--- src/rtl/can_rxfifo_mgr.sv ---
module can_rxfifo_mgr #(
  parameter int N_OBJ = 8,
  parameter int AW    = $clog2(N_OBJ) + 4
) (
  input  logic             clk,
  input  logic             rst_n,
  input  logic             rx_valid,
  input  logic             rx_ide,
  input  logic [28:0]      rx_id,
  input  logic [3:0]       rx_dlc,
  input  logic [63:0]      rx_data,
  input  logic             wr_en,
  input  logic [AW-1:0]    addr,
  input  logic [31:0]      wdata,
  output logic [31:0]      rdata,
  output logic [N_OBJ-1:0] msg_pend
);
  localparam int IW = $clog2(N_OBJ);
  localparam int OW = AW - 3;
  localparam logic [1:0] MODE_BASE = 2'd1;
  localparam int C_VAL = 0, C_REN = 1, C_NODE = 2, C_NEW = 3, C_PND = 4, C_LOST = 5;

  logic [N_OBJ-1:0][5:0]    ctl_q;
  logic [N_OBJ-1:0][31:0]   arb_q, msk_q, fcr_q, ptr_q, dlo_q, dhi_q;
  logic [N_OBJ-1:0][IW-1:0] ipr_q;
  logic [N_OBJ-1:0]         pend_q, pend_d;

  logic [31:0]   rx_word;
  logic [N_OBJ-1:0] comp;
  logic          hit, win_base, tgt_ok, store, fifo_adv;
  logic [IW-1:0] win, tgt, tgt_pend;
  logic [7:0]    cur, top, bot, nxt_cur;
  logic [OW-1:0] a_obj;
  logic [2:0]    a_sel;

  assign rx_word = {2'b00, rx_ide, rx_id};
  assign a_obj   = addr[AW-1:3];
  assign a_sel   = addr[2:0];

  always_comb begin
    for (int i = 0; i < N_OBJ; i++)
      comp[i] = ctl_q[i][C_VAL] && ctl_q[i][C_REN] && ctl_q[i][C_NODE] &&
                (((rx_word ^ arb_q[i]) & {2'b00, msk_q[i][29:0]}) == 32'd0);
  end

  always_comb begin
    hit = 1'b0;
    win = '0;
    for (int i = 0; i < N_OBJ; i++)
      if (comp[i]) begin
        hit = 1'b1;
        win = IW'(i);
      end
  end

  assign win_base = fcr_q[win][1:0] == MODE_BASE;
  assign bot      = ptr_q[win][7:0];
  assign top      = ptr_q[win][15:8];
  assign cur      = ptr_q[win][23:16];
  assign nxt_cur  = (cur == top) ? bot : cur + 8'd1;
  assign tgt_ok   = !win_base || (cur < 8'(N_OBJ));
  assign tgt      = win_base ? cur[IW-1:0] : win;
  assign tgt_pend = ipr_q[tgt];
  assign store    = rx_valid && hit && tgt_ok;
  assign fifo_adv = store && win_base;

  always_ff @(posedge clk or negedge rst_n) begin
    if (!rst_n) begin
      ctl_q <= '0;
      arb_q <= '0;
      msk_q <= '0;
      fcr_q <= '0;
      ptr_q <= '0;
      dlo_q <= '0;
      dhi_q <= '0;
      ipr_q <= '0;
    end else begin
      for (int i = 0; i < N_OBJ; i++) begin
        if (store && tgt == IW'(i)) begin
          arb_q[i][29:0]  <= rx_word[29:0];
          dlo_q[i]        <= rx_data[31:0];
          dhi_q[i]        <= rx_data[63:32];
          fcr_q[i][31:24] <= {4'd0, rx_dlc};
          ctl_q[i][C_NEW] <= 1'b1;
          ctl_q[i][C_PND] <= 1'b1;
          if (ctl_q[i][C_NEW]) ctl_q[i][C_LOST] <= 1'b1;
        end
        if (fifo_adv && win == IW'(i))
          ptr_q[i][23:16] <= nxt_cur;
        if (wr_en && a_obj == OW'(i)) begin
          case (a_sel)
            3'd0: ctl_q[i] <= (ctl_q[i] & ~wdata[13:8]) | wdata[5:0];
            3'd1: arb_q[i] <= wdata;
            3'd2: msk_q[i] <= wdata;
            3'd3: fcr_q[i] <= wdata;
            3'd4: ptr_q[i] <= wdata;
            3'd5: dlo_q[i] <= wdata;
            3'd6: dhi_q[i] <= wdata;
            default: ipr_q[i] <= wdata[IW-1:0];
          endcase
        end
      end
    end
  end

  always_comb begin
    pend_d = pend_q;
    if (wr_en && a_obj == OW'(N_OBJ) && a_sel == 3'd0)
      pend_d = pend_d & ~wdata[N_OBJ-1:0];
    if (store)
      pend_d[tgt_pend] = 1'b1;
  end

  always_ff @(posedge clk or negedge rst_n)
    if (!rst_n) pend_q <= '0;
    else        pend_q <= pend_d;

  assign msg_pend = pend_q;

  always_comb begin
    rdata = 32'd0;
    if (a_obj == OW'(N_OBJ)) begin
      if (a_sel == 3'd0) rdata = 32'(pend_q);
    end else if (a_obj < OW'(N_OBJ)) begin
      case (a_sel)
        3'd0: rdata = 32'(ctl_q[a_obj[IW-1:0]]);
        3'd1: rdata = arb_q[a_obj[IW-1:0]];
        3'd2: rdata = msk_q[a_obj[IW-1:0]];
        3'd3: rdata = fcr_q[a_obj[IW-1:0]];
        3'd4: rdata = ptr_q[a_obj[IW-1:0]];
        3'd5: rdata = dlo_q[a_obj[IW-1:0]];
        3'd6: rdata = dhi_q[a_obj[IW-1:0]];
        default: rdata = 32'(ipr_q[a_obj[IW-1:0]]);
      endcase
    end
  end
endmodule

--- config.mk ---
export PLATFORM = sky130hd
export DESIGN_NAME = can_rxfifo_mgr
export DESIGN_NICKNAME = d
export VERILOG_FILES = /design/src/rtl/can_rxfifo_mgr.sv
export SDC_FILE = /design/constraint.sdc
export NUM_CORES = 2
export LEC_CHECK = 0
export BUFFER_PORTS_ARGS = -buffer_cell sky130_fd_sc_hd__buf_4
export CORE_ASPECT_RATIO = 2
export CORE_MARGIN = 2
export CORE_UTILIZATION = 58
export DETAILED_ROUTE_END_ITERATION = 8
export PLACE_DENSITY = 0.78
export SLEW_MARGIN = 30
export SYNTH_ARGS = -nofsm -noshare
export SYNTH_HDL_FRONTEND = slang
export SYNTH_SLANG_ARGS = --single-unit
--- constraint.sdc ---
create_clock -name clk -period 3.9 [get_ports clk]
set_input_delay 0.195 -clock clk [delete_from_list [all_inputs] [get_ports clk]]
set_output_delay 0.195 -clock clk [all_outputs]
set_load 0.01 [all_outputs]
==> results by group, run 1 <==
Logic synthesis
  – Post-synth top area share: 45.8%
  – Syn nets: 8950
  – YS warnings: 0
  – Post-Syn Area per Cell: 10.0 µm²
  – Most used DFF post-synth: dfrtp_1
  – EDFF count, synth: 0
  – Synthesized area: 88300 µm²
  – Share of flip-flops with an asynchronous set or reset: 100%
  – Largest area contributor in the netlist: dfrtp_1
  – Cells after Synth: 8808
  – Flops & latches, synth: 1616
  – Register area share after synthesis: 45.8%
  – Distinct cell type count after synthesis: 81
  – Largest cells by area after synthesis: dfrtp_1 46%, mux4_2 10%, nand2_1 7.4%

Place
  – Post-Place Worst Slack: -2.04 ns
  – Final GP Congestion: 1.14
  – IO Port Bufs: 180
  – Post-DP HPWL: 329000 µm

GRT
  – GRT Residual Overflow: 29
  – Largest net degree at the start of global routing: 137
  – GRT Total Usage: 70.2%

Clock tree
  – CTS HTree Levels: 4
  – Clock Sinks: 1616
  – Longest Clk Path Bufs: 4
  – Number of CTS-inserted buffers: 157
  – CTS root buf: clkbuf_16

Floorplan
  – Cell Rows: 202
  – Die extent in y: 556 µm
  – Initial Utilization: 58.3%
  – Ports: 181
  – Chip Width: 280 µm

Run status
  – First Err: [ERROR GRT-0232] Routing congestion too high. Check the congestion heatmap in the GUI.
  – Last step reached: 5_1_grt
  – Status: stopped before the end
## cell usage after synthesis, types with 21 or more instances
cell type,count
xor2_1,243
clkbuf_1,690
nand4_1,68
a211oi_1,31
inv_1,28
a31oi_1,111
o21ai_0,456
nor2_1,307
a21oi_1,233
mux2_2,397
buf_4,25
a22oi_1,231
nor3_1,35
a221oi_1,26
o22ai_1,36
and2_1,21
mux2i_1,546
and3_1,30
buf_1,73
o21ai_1,97
nand3_1,963
o211ai_1,30
a22o_1,31
dfrtp_1,1616
buf_2,127
mux4_2,405
nand2_1,1749
## per-layer routing
layer	GRT usage, %	GRT overflow
met5	11.1	0
met1	69.6	0
met3	47.1	0
met2	92.2	18
met4	74.3	11
## cell families after synthesis
kind of cell	Yosys count	synth area share, %
AOI/OAI and AO/OA	1371	9.53
xor gates and xnor gates	254	2.52
adders and majority gates	1	0.0142
buffers and inverters	949	4.36
DFF	1616	45.8
muxes	1355	21.7
and+or+nand+nor	3262	16.1
## per-stage QoR
step	TNS, ns	instances	area [µm²]	utilization (%)
after detailed placement	-1699.59	11300	100000	66.2
after floorplan	-98.30	8808	88400	-
after CTS	-1121.19	11800	108000	71.4
after global placement	-1666.25	11300	100000	66.2
## what timing repair did
item / CTS
gates resized for setup: 97
hold endpoints to repair: 1523
hold buffers: 156
buffers inserted: 34
cloned: 9
endpoints found under the setup margin: 913
pin swaps: 19
==> run 2, diff against run 1 <==
--- a/config.mk
+++ b/config.mk
@@ -6,11 +6,10 @@
 export NUM_CORES = 2
 export LEC_CHECK = 0
 export BUFFER_PORTS_ARGS = -buffer_cell sky130_fd_sc_hd__buf_4
-export CORE_ASPECT_RATIO = 2
 export CORE_MARGIN = 2
-export CORE_UTILIZATION = 58
+export CORE_UTILIZATION = 40
 export DETAILED_ROUTE_END_ITERATION = 8
-export PLACE_DENSITY = 0.78
+export PLACE_DENSITY_LB_ADDON = 0.15
 export SLEW_MARGIN = 30
 export SYNTH_ARGS = -nofsm -noshare
 export SYNTH_HDL_FRONTEND = slang
==> constraint.sdc (replaced) <==
create_clock -name clk -period 5.07 [get_ports clk]
set_input_delay 0.2535 -clock clk [delete_from_list [all_inputs] [get_ports clk]]
set_output_delay 0.2535 -clock clk [all_outputs]
set_load 0.01 [all_outputs]
==> run 2 against run 1 <==
Against the previous run:
- the flow now finishes, with violations (negative setup slack)
- area after synthesis unchanged
- synthesized cell count unchanged
==> results by group, run 2 <==
Logic synthesis
  – EDFF count, synth: 0 (unchanged)
  – Top-count cell post-synth: nand2_1 (unchanged)
  – Synthesized area: 88300 µm² (unchanged)
  – Largest area contributor in the netlist: dfrtp_1 (unchanged)
  – Register area share after synthesis: 45.8% (unchanged)
  – Most used DFF post-synth: dfrtp_1 (unchanged)
  – Share of flip-flops with an asynchronous set or reset: 100% (unchanged)
  – Syn nets: 8950 (unchanged)
  – YS warnings: 0 (unchanged)
  – Flops & latches, synth: 1616 (unchanged)
  – Largest cells by area after synthesis: dfrtp_1 46%, mux4_2 10%, nand2_1 7.4% (unchanged)
  – Cells after Synth: 8808 (unchanged)
  – Post-synth top area share: 45.8% (unchanged)
  – Distinct cell type count after synthesis: 81 (unchanged)
  – Most frequent cells after synthesis: 1749 x nand2_1, 1616 x dfrtp_1, 963 x nand3_1 (unchanged)
  – Post-Syn Area per Cell: 10.0 µm² (unchanged)

Power
  – VDD IR-drop max: 0.285 mV
  – Power Internal: 25.0 mW
  – Pleak: 51.9 nW
  – Sequential share of power: 42.0%
  – Net Sw Frac: 30.7%
  – Clk network pwr share: 40.1%
  – Psw: 11.1 mW
  – Pwr/cell area: 331 nW/µm²
  – Combinational power share: 18.0%

Cells and area
  – Total Nets Final: 9566
  – Share of layout cells above drive strength 1: 27.1%
  – Commonest non-fill, non-tap cell in the layout: nand2_1
  – Most frequent cells in the layout: 1720 x nand2_1, 1610 x dfrtp_1, 1005 x buf_4, 955 x nand3_1, 537 x mux2i_1
  – Final core utilization: 49.7%
  – Layout Area Growth over Synthesis: 23.5%
  – Post-layout instance area: 109000 µm²

Floorplan
  – Cell Rows: 172 (was 202)
  – Die extent in y: 474 µm (was 556 µm)
  – Chip Width: 474 µm (was 280 µm)
  – Initial Utilization: 40.2% (was 58.3%)
  – Die area: 224000 µm²
  – Ports: 181 (unchanged)
  – Area of the core: 220000 µm²

Drt
  – Drt first pass iters: 7
  – Vias post-DR: 79700
  – Drt drc: 0
  – Post-route ant nets: 0
  – M1 WL: 186000 µm
  – Initial drt markers: 11600
  – Met2 WL post-DR: 184000 µm
  – Top routing layer in use: met5
  – WL/cell: 36.4 µm
  – Vias/cell: 6.39
  – Routed WL: 454000 µm
  – Met3 wire len: 52400 µm

Worst setup path
  – Critical Path Sink Type: flip-flop
  – Kind of critical path: flip-flop to flip-flop
  – CP max FO: 7
  – Worst setup SP type: flip-flop
  – Crit path required time: 5.88 ns
  – Worst Path Arrival: 5.96 ns

STA
  – Min Tclk post-route: 5.15 ns
  – Fmax: 0.194 GHz
  – Setup violators final: 105
  – Final Max Slew Viols: 0
  – Final-report hold violation count: 0
  – Slew HR: 29.2%
  – Clk_skew: 0.0810 ns
  – Worst-Margin Slew: 1.03 ns
  – Unrepaired setup endpoints after global routing: true
  – Final setup margin: -0.0794 ns
  – Tcrit/Tclk final: 102%

Flow run
  – Max Cap Viol: 0

Place
  – Final GP Congestion: 1.03 (was 1.14)
  – IO Port Bufs: 180 (unchanged)
  – Placed cell area: 98900 µm² (was 100000 µm²)
  – Post-DP HPWL: 319000 µm (was 329000 µm)

Clock tree
  – CTS root buf: clkbuf_16 (unchanged)
  – Clk slew on worst S/H paths: 0.07 ns
  – Skew-Pair Late Insertion Delay: 0.90 ns
  – CTS HTree Levels: 4 (unchanged)
  – Number of CTS-inserted buffers: 191 (was 157)
  – CTS tree: done
  – Clock Sinks: 1616 (unchanged)
  – Longest Clk Path Bufs: 3 (was 4)

GRT
  – GRT Total Usage: 39.7%
  – Vias in the first global route: 75000
  – Largest net degree at the start of global routing: 179
  – First-pass GRT wire length: 624000 µm
  – Initial antenna violation count: 34
  – GRT Residual Overflow: 0

Run status
  – Failing checks: negative setup slack
  – Status: finished with violations (was stopped before the end)

Hold path
  – Worst Hold Class: input pin to flip-flop
==> run 2: cell counts after synthesis <==
No cell type changed its count.
==> run 2: power by group through the flow <==
stage          sequential (mW)  combinational, mW  clock [mW]
2_1_floorplan             14.9               3.06           0
3_3_place_gp              15.2               5.95           0
3_5_place_dp              15.3               6.02           0
4_1_cts                   15.1               6.21        14.5
5_1_grt                   15.2               6.72        15.1
6_report                  15.1               6.48        14.4
==> run 2: path summary, 6_finish.rpt <==
check | from | to | slack (ns) | depth (start not counted)
hold / removal | wdata[14] | arb_q[110] | 0.03 | 3
min in group asynchronous | rst_n | msk_q[167] | 0.44 | 3
max in group asynchronous | rst_n | dhi_q[153] | 2.64 | 6
hold reg to reg | ptr_q[91] | ptr_q[91] | 0.47 | 2
setup / recovery | arb_q[206] | arb_q[53] | -0.08 | 19
setup reg to reg | arb_q[206] | arb_q[53] | -0.08 | 19
==> run 2: kinds of logic after synthesis <==
kind of cell / Yosys count / share of synthesized area [%]
compound gates: 1371 / 9.53
mux: 1355 / 21.7
simple gates: 3262 / 16.1
fa+ha+maj: 1 / 0.0142
xor+xnor: 254 / 2.52
flops: 1616 / 45.8
buf+inv: 949 / 4.36
==> run 2: timing repair <==
item,in CTS,in global routing
pin swaps,62,64
hold buffers,126,2
resized for setup,127,149
buffers inserted,31,36
endpoints found under the setup margin,912,886
gates cloned,4,8
endpoints found under the hold margin,994,47
==> run 2: cell type report <==
cell class | count | area (µm²)
Timing Repair Buffer | 1343 | 12900
Fill cell | 19900 | 110000
Sequential cell | 1616 | 40400
Clock buffer | 279 | 5560
Tap cell | 2871 | 3590
Antenna cell | 15 | 37.5
Clock inverter | 66 | 882
Inverter | 29 | 111
Multi-Input combinational cell | 6243 | 45500
==> run 2: per-layer routing <==
metal,track usage [%],vias up
li1,-,32600
met1,56.0,41000
met2,55.0,5065
met3,10.8,918
met4,21.9,14
met5,0,-
==> run 2: worst max-delay path, cell delays in order, from the launching register on <==
cell and delay (ns):
dfrtp_1 0.43, xor2_1 0.16, buf_4 0.18, a22oi_2 0.30
buf_4 0.17, nand4_1 0.09, buf_4 0.16, or4_4 0.56
a31oi_4 0.41, buf_12 0.18, mux2_4 0.31, or3_4 0.43
mux2i_4 0.27, nor2b_4 0.31, buf_4 0.16, and2_4 0.26
buf_12 0.22, buf_6 0.24, nand3_1 0.10, nand3_1 0.12
==> run 2: per-stage QoR <==
stage               std cells  power (mW)  setup WS (ns)  setup TNS, ns  hold slack (ns)
global placement        11900        21.2         -0.800        -316.79            0.349
detailed placement      11900        21.3         -0.837        -311.12            0.353
global route            12500        37.0         -0.129          -5.51           0.0306
floorplan                8808        18.0          0.690              0          -0.0421
finish                  12500        36.1        -0.0794          -2.41           0.0297
CTS                     12400        35.8        -0.0559          -1.36           0.0120
(Power assumes the default switching activity.)
